## src/rtl/dms_pkg.sv

```systemverilog
package dms_pkg;

  // operation codes presented by the decoder
  typedef enum logic [1:0] {
    OP_NONE  = 2'b00,
    OP_IF    = 2'b01,
    OP_ELSE  = 2'b10,
    OP_ENDIF = 2'b11
  } op_e;

  // stack action chosen by the controller
  typedef enum logic [1:0] {
    ACT_HOLD = 2'b00,
    ACT_PUSH = 2'b01,
    ACT_SWAP = 2'b10,
    ACT_POP  = 2'b11
  } act_e;

endpackage

```

## src/rtl/dms_ctrl.sv

```systemverilog
module dms_ctrl
  import dms_pkg::*;
#(
  parameter int LANES = 32
) (
  input  logic             op_vld,
  input  logic [1:0]       op_kind,
  input  logic             op_uni,
  input  logic [LANES-1:0] cond,
  input  logic [LANES-1:0] top,
  input  logic [LANES-1:0] parent,
  input  logic             at_base,
  input  logic             at_full,
  output act_e             act,
  output logic [LANES-1:0] wr_mask,
  output logic             skip_nxt,
  output logic             ovf_nxt,
  output logic             unf_nxt
);

  // lanes that enter the then-path
  function automatic logic [LANES-1:0] then_lanes(input logic [LANES-1:0] cur,
                                                  input logic [LANES-1:0] c);
    return cur & c;
  endfunction

  // lanes that enter the else-path
  function automatic logic [LANES-1:0] else_lanes(input logic [LANES-1:0] encl,
                                                  input logic [LANES-1:0] c);
    return encl & ~c;
  endfunction

  function automatic logic no_lane(input logic [LANES-1:0] m);
    return (m == '0);
  endfunction

  logic [LANES-1:0] taken;
  logic [LANES-1:0] other;

  assign taken = then_lanes(top, cond);
  assign other = else_lanes(parent, cond);

  always_comb begin
    act      = ACT_HOLD;
    wr_mask  = top;
    skip_nxt = 1'b0;
    ovf_nxt  = 1'b0;
    unf_nxt  = 1'b0;
    if (op_vld) begin
      unique case (op_e'(op_kind))
        OP_IF: begin
          if (op_uni) begin
            skip_nxt = no_lane(taken);
          end else if (at_full) begin
            ovf_nxt = 1'b1;
          end else begin
            act      = ACT_PUSH;
            wr_mask  = taken;
            skip_nxt = no_lane(taken);
          end
        end
        OP_ELSE: begin
          if (at_base) begin
            unf_nxt = 1'b1;
          end else begin
            act      = ACT_SWAP;
            wr_mask  = other;
            skip_nxt = no_lane(other);
          end
        end
        OP_ENDIF: begin
          if (at_base) unf_nxt = 1'b1;
          else         act     = ACT_POP;
        end
        default: ;
      endcase
    end
  end

endmodule

```

## src/rtl/dms_stack.sv

```systemverilog
module dms_stack
  import dms_pkg::*;
#(
  parameter int LANES = 32,
  parameter int DEPTH = 8
) (
  input  logic             clk,
  input  logic             rst_n,
  input  act_e             act,
  input  logic [LANES-1:0] wr_mask,
  output logic [LANES-1:0] top,
  output logic [LANES-1:0] parent,
  output logic             at_base,
  output logic             at_full
);

  localparam int PW = (DEPTH > 2) ? $clog2(DEPTH) : 1;

  logic [PW-1:0]                 sp;
  logic [PW-1:0]                 sp_up;
  logic [PW-1:0]                 sp_dn;
  logic [DEPTH-1:0][LANES-1:0]   ent;

  assign sp_up = sp + PW'(1);
  assign sp_dn = sp - PW'(1);

  // base entry: every lane enabled, never written
  assign ent[0] = '1;

  for (genvar g = 1; g < DEPTH; g++) begin : g_ent
    logic [LANES-1:0] q;
    logic             wr_here;
    assign wr_here = ((act == ACT_PUSH) && (sp_up == PW'(g))) ||
                     ((act == ACT_SWAP) && (sp == PW'(g)));
    always_ff @(posedge clk) begin
      if (!rst_n)       q <= '0;
      else if (wr_here) q <= wr_mask;
    end
    assign ent[g] = q;
  end

  always_ff @(posedge clk) begin
    if (!rst_n) begin
      sp <= '0;
    end else begin
      case (act)
        ACT_PUSH: sp <= sp_up;
        ACT_POP:  sp <= sp_dn;
        default:  sp <= sp;
      endcase
    end
  end

  assign at_base = (sp == '0);
  assign at_full = (sp == PW'(DEPTH - 1));
  assign top     = ent[sp];
  assign parent  = at_base ? ent[0] : ent[sp_dn];

endmodule

```

## src/rtl/dms_top.sv

```systemverilog
module dms_top
  import dms_pkg::*;
#(
  parameter int LANES = 32,
  parameter int DEPTH = 8
) (
  input  logic             clk,
  input  logic             rst_n,
  input  logic             op_vld,
  input  logic [1:0]       op_kind,
  input  logic             op_uni,
  input  logic [LANES-1:0] lane_cond,
  output logic [LANES-1:0] act_mask,
  output logic             body_skip,
  output logic             stk_ovf,
  output logic             stk_unf
);

  act_e             act;
  logic [LANES-1:0] wr_mask;
  logic [LANES-1:0] top;
  logic [LANES-1:0] parent;
  logic             at_base;
  logic             at_full;
  logic             skip_nxt;
  logic             ovf_nxt;
  logic             unf_nxt;

  // named events for the checker
  logic ev_push;
  logic ev_swap;
  logic ev_pop;
  logic ev_refuse;

  dms_ctrl #(.LANES(LANES)) u_ctrl (
    .op_vld   (op_vld),
    .op_kind  (op_kind),
    .op_uni   (op_uni),
    .cond     (lane_cond),
    .top      (top),
    .parent   (parent),
    .at_base  (at_base),
    .at_full  (at_full),
    .act      (act),
    .wr_mask  (wr_mask),
    .skip_nxt (skip_nxt),
    .ovf_nxt  (ovf_nxt),
    .unf_nxt  (unf_nxt)
  );

  dms_stack #(.LANES(LANES), .DEPTH(DEPTH)) u_stack (
    .clk     (clk),
    .rst_n   (rst_n),
    .act     (act),
    .wr_mask (wr_mask),
    .top     (top),
    .parent  (parent),
    .at_base (at_base),
    .at_full (at_full)
  );

  assign ev_push   = (act == ACT_PUSH);
  assign ev_swap   = (act == ACT_SWAP);
  assign ev_pop    = (act == ACT_POP);
  assign ev_refuse = ovf_nxt | unf_nxt;

  always_ff @(posedge clk) begin
    if (!rst_n) begin
      body_skip <= 1'b0;
      stk_ovf   <= 1'b0;
      stk_unf   <= 1'b0;
    end else begin
      body_skip <= skip_nxt;
      stk_ovf   <= ovf_nxt;
      stk_unf   <= unf_nxt;
    end
  end

  assign act_mask = top;

endmodule

```

## config.mk

```make
export PLATFORM = sky130hd
export DESIGN_NAME = dms_top
export DESIGN_NICKNAME = d
export VERILOG_FILES = /design/src/rtl/dms_pkg.sv /design/src/rtl/dms_ctrl.sv /design/src/rtl/dms_stack.sv /design/src/rtl/dms_top.sv
export SDC_FILE = /design/constraint.sdc
export NUM_CORES = 1
export LEC_CHECK = 0
export ABC_CLOCK_PERIOD_IN_PS = 4300
export BUFFER_PORTS_ARGS = -buffer_cell sky130_fd_sc_hd__buf_2
export CORE_ASPECT_RATIO = 0.5
export CORE_UTILIZATION = 62
export DETAILED_ROUTE_END_ITERATION = 16
export GPL_TIMING_DRIVEN = 0
export PLACE_DENSITY = 0.87
export SYNTH_ARGS = -nofsm -noshare
export SYNTH_HDL_FRONTEND = slang
export SYNTH_HIERARCHICAL = 1
export SYNTH_SLANG_ARGS = --single-unit
```

## constraint.sdc

```tcl
create_clock -name clk -period 4.3 [get_ports clk]
set_clock_uncertainty 0.2 [all_clocks]
set_input_delay 0.86 -clock clk [delete_from_list [all_inputs] [get_ports clk]]
set_output_delay 0.86 -clock clk [all_outputs]
set_load 0.005 [all_outputs]
```

==> flow_metrics.tcl <==
set metrics [dict create \
    post-route-util_pct 70.6 \
    p_switching_mw 1.40 \
    synthCells 1444 \
    clkSinkCount 230 \
    power.leakage_nw 5.83 \
    synth.net_count 1492 \
    finalInstanceArea_sq_um 15300 \
    crit_type "register to register" \
    r2r_slack_ns 0.04 \
    drive_above_1_share_pct 17.1 \
    setup_slack_ns 0.0400 \
    portBuffers 72 \
    rsz0062_at_grt "false" \
    tightest_slew_ns 0.966 \
    hold_viol 0 \
    dr.pass1.iters 8 \
    pwr-share-seq_pct 43.8 \
    routedWlPerCell_microns 27.6 \
    layout_common_cells "nand2_1, mux2i_1, dfxtp_1, buf_2" \
    layout_min_cycle_time_ns 4.26 \
    grt_pass1_vias 12500 \
    max_freq_mhz 235 \
    htreeDepth 1 \
    grt_max_degree 17 \
    cts_tree "done" \
    cap_violations 0 \
    fill_cells 1666 \
    clockPowerShare_pct 41.8 \
    stdcell_count 1861 \
    ys_seq_area_share_pct 33.6 \
    combPwrFrac_pct 14.4 \
    ys_ff_latch 230 \
    finalWeightedCongestion 1.02 \
    clock_path_buffers 3 \
    synthesis.area_sq_um 13700 \
    rows 38 \
    routed_wirelength_mm 51.4 \
    cts_buffers 22 \
    hold_depth 2 \
    p_int_mw 3.53 \
    crit_fanout 10 \
    switching_share_pct 28.3 \
    dieArea_sq_um 22800 \
    arrival_ns 4.54 \
    fp.coreArea_sq_um 21700 \
    end_kind "register" \
    place_inst 1816 \
    track_usage_pct 45.1 \
    viasPerCell 6.85 \
    ir_worst_vdd_mv 0.255 \
    cts_root_buffer "clkbuf_16" \
    clk_latency_ns 0.53 \
    antenna_found_initial 1 \
    nets 1594 \
    avgSynthCellArea_sq_um 9.50 \
    fp.dieH_microns 107 \
    dp_hpwl_mm 37.3 \
    post-route-period-util_pct 99.1 \
    cp_data_required_time_ns 4.58 \
    drc_errors 0 \
    hp-class "register to register" \
    power_density_nw_per_um2 322 \
    io_pins 73 \
    tns_ns 0 \
    fp.dieW_microns 212 \
    crit_path_start_kind "register" \
    ant_nets 0 \
    crit_start "u_stack/sp[1]" \
    final_common_cell "nand2_1" \
    initial_core_util_pct 63.3 \
    yosysWarnings 6 \
    relSlewSlack_pct 35.6 \
    grt_pass1_wl_mm 75.3 \
    slew_violations 0 \
    r2r_start "u_stack/sp[1]" \
    final-setup-viol-count 0 \
    path_clk_slew_ns 0.06 \
    status "finished clean" \
    pre_cts_ws_ns -1.03 \
    hold_start "u_stack/g_ent[4].q[21]" \
    min_to "u_stack/g_ent[4].q[21]" \
    first_iter_violations 1833 \
    vias 12700 \
    synthDistinctLibCells 52 \
    area_delta_synth_final_pct 11.5 \
    r2r-end "body_skip" \
    grt_overflow_total 0 \
    placed_cell_area_sq_um 14500 \
    ff2ff_path_depth 18 \
]
how the worst max path moves through the flow:
stage | to | slack (ns) | cells after the start
after floorplan | body_skip | 0.44 | 15
after global placement | u_stack/g_ent[3].q[15] | -0.89 | 14
after detailed placement | u_stack/g_ent[3].q[9] | -1.03 | 14
after CTS | body_skip | 0.02 | 16
after global routing | body_skip | 0.0008 | 17
final | body_skip | 0.04 | 18
per-layer routing:
metal | wire, microns | share of wire, % | GRT usage [%]
met1 | 20200 | 39 | 60.0
met2 | 21800 | 42 | 67.7
met3 | 7190 | 14 | 13.9
met4 | 2090 | 4.1 | 19.1
met5 | 57 | 0.11 | 0
cell families after synthesis:
logic type / after synthesis / synth area share [%]
simple gates: 526 / 16.7
mux: 355 / 31.9
flops: 230 / 33.6
compound gates: 188 / 10.8
buf+inv: 131 / 5.65
fa+ha+maj: 10 / 0.912
xor+xnor: 4 / 0.392
worst max-delay path: stages, from the launching register on:
cell and delay, ns:
dfxtp_4 0.42, clkbuf_8 0.22, buf_4 0.22, inv_1 0.10, ha_2 0.22, xor2_4 0.24
buf_4 0.16, buf_6 0.21, buf_6 0.19, buf_6 0.20, nand2_1 0.07, o311ai_1 0.08
nand3_1 0.14, nand2b_1 0.21, nand4_1 0.19, or4_1 0.60, nor3_1 0.20, a22o_2 0.19
and2_1 0.12
final cells by class:
type	count	area [sq um]	area share, %
multi-input combinational	1083	8350	54.6
sequential	230	4610	30.1
buffer	124	776	5.07
clock buffer	27	601	3.93
timing repair buffer	78	418	2.73
tap	300	375	2.45
clock inverter	11	138	0.900
inverter	7	31.3	0.204
antenna	1	2.50	0.0164
Yosys cell counts (all sizes together):
library cell	n	area, sq um
nor2	36	135
or4	1	7.51
a221oi	37	324
a21oi	2	10.0
a222oi	1	10.0
clkbuf	65	244
nor3	7	45.0
o311ai	32	280
buf	59	503
o2bb2ai	2	55.1
or2	1	6.26
xnor2	2	17.5
and3	1	6.26
and2	6	37.5
nand3	34	170
mux2	1	11.3
or2b	4	33.8
a32oi	1	16.3
dfxtp	230	4600
o211a	1	10.0
mux4	64	1440
xor2	2	36.3
nand2	359	1350
nand4	10	62.6
a22o	7	63.8
inv	7	28.8
ha	10	125
a22oi	6	77.6
mux2i	290	2930
nand4b	1	8.76
o21ai	64	320
a21o	32	240
o32ai	1	27.5
nand2b	61	382
a2bb2oi	2	52.6
nor3b	1	18.8
nor2b	4	32.5
state kept, by name (all words and copies together), names as in the netlist:
| register | count |
|---|---|
| u_stack/g_ent.q | 224 |
| stk_unf | 1 |
| body_skip | 1 |
| u_stack/sp | 3 |
| stk_ovf | 1 |
repair_timing:
item,CTS,global route
resized for setup,13,12
pin swaps,1,0
buffers inserted,6,0
hold buffers,0,0
setup endpoints to repair,227,17
power groups by stage:
stage          combinational, mW  sequential [mW]  clock [mW]
6_report                   0.710             2.16        2.06
5_1_grt                    0.733             2.16        2.15
4_1_cts                    0.671             2.16        2.06
3_5_place_dp               0.659             2.21           0
3_3_place_gp               0.645             2.20           0
2_1_floorplan              0.401             2.20           0
stage by stage:
step,hold slack [ns],power [mW]
4_1_cts,0.272,4.89
5_1_grt,0.288,5.04
3_5_place_dp,0.263,2.86
3_3_place_gp,0.248,2.85
2_1_floorplan,0.241,2.60
6_report,0.273,4.93
No activity file was read; power rests on OpenSTA's default activity.
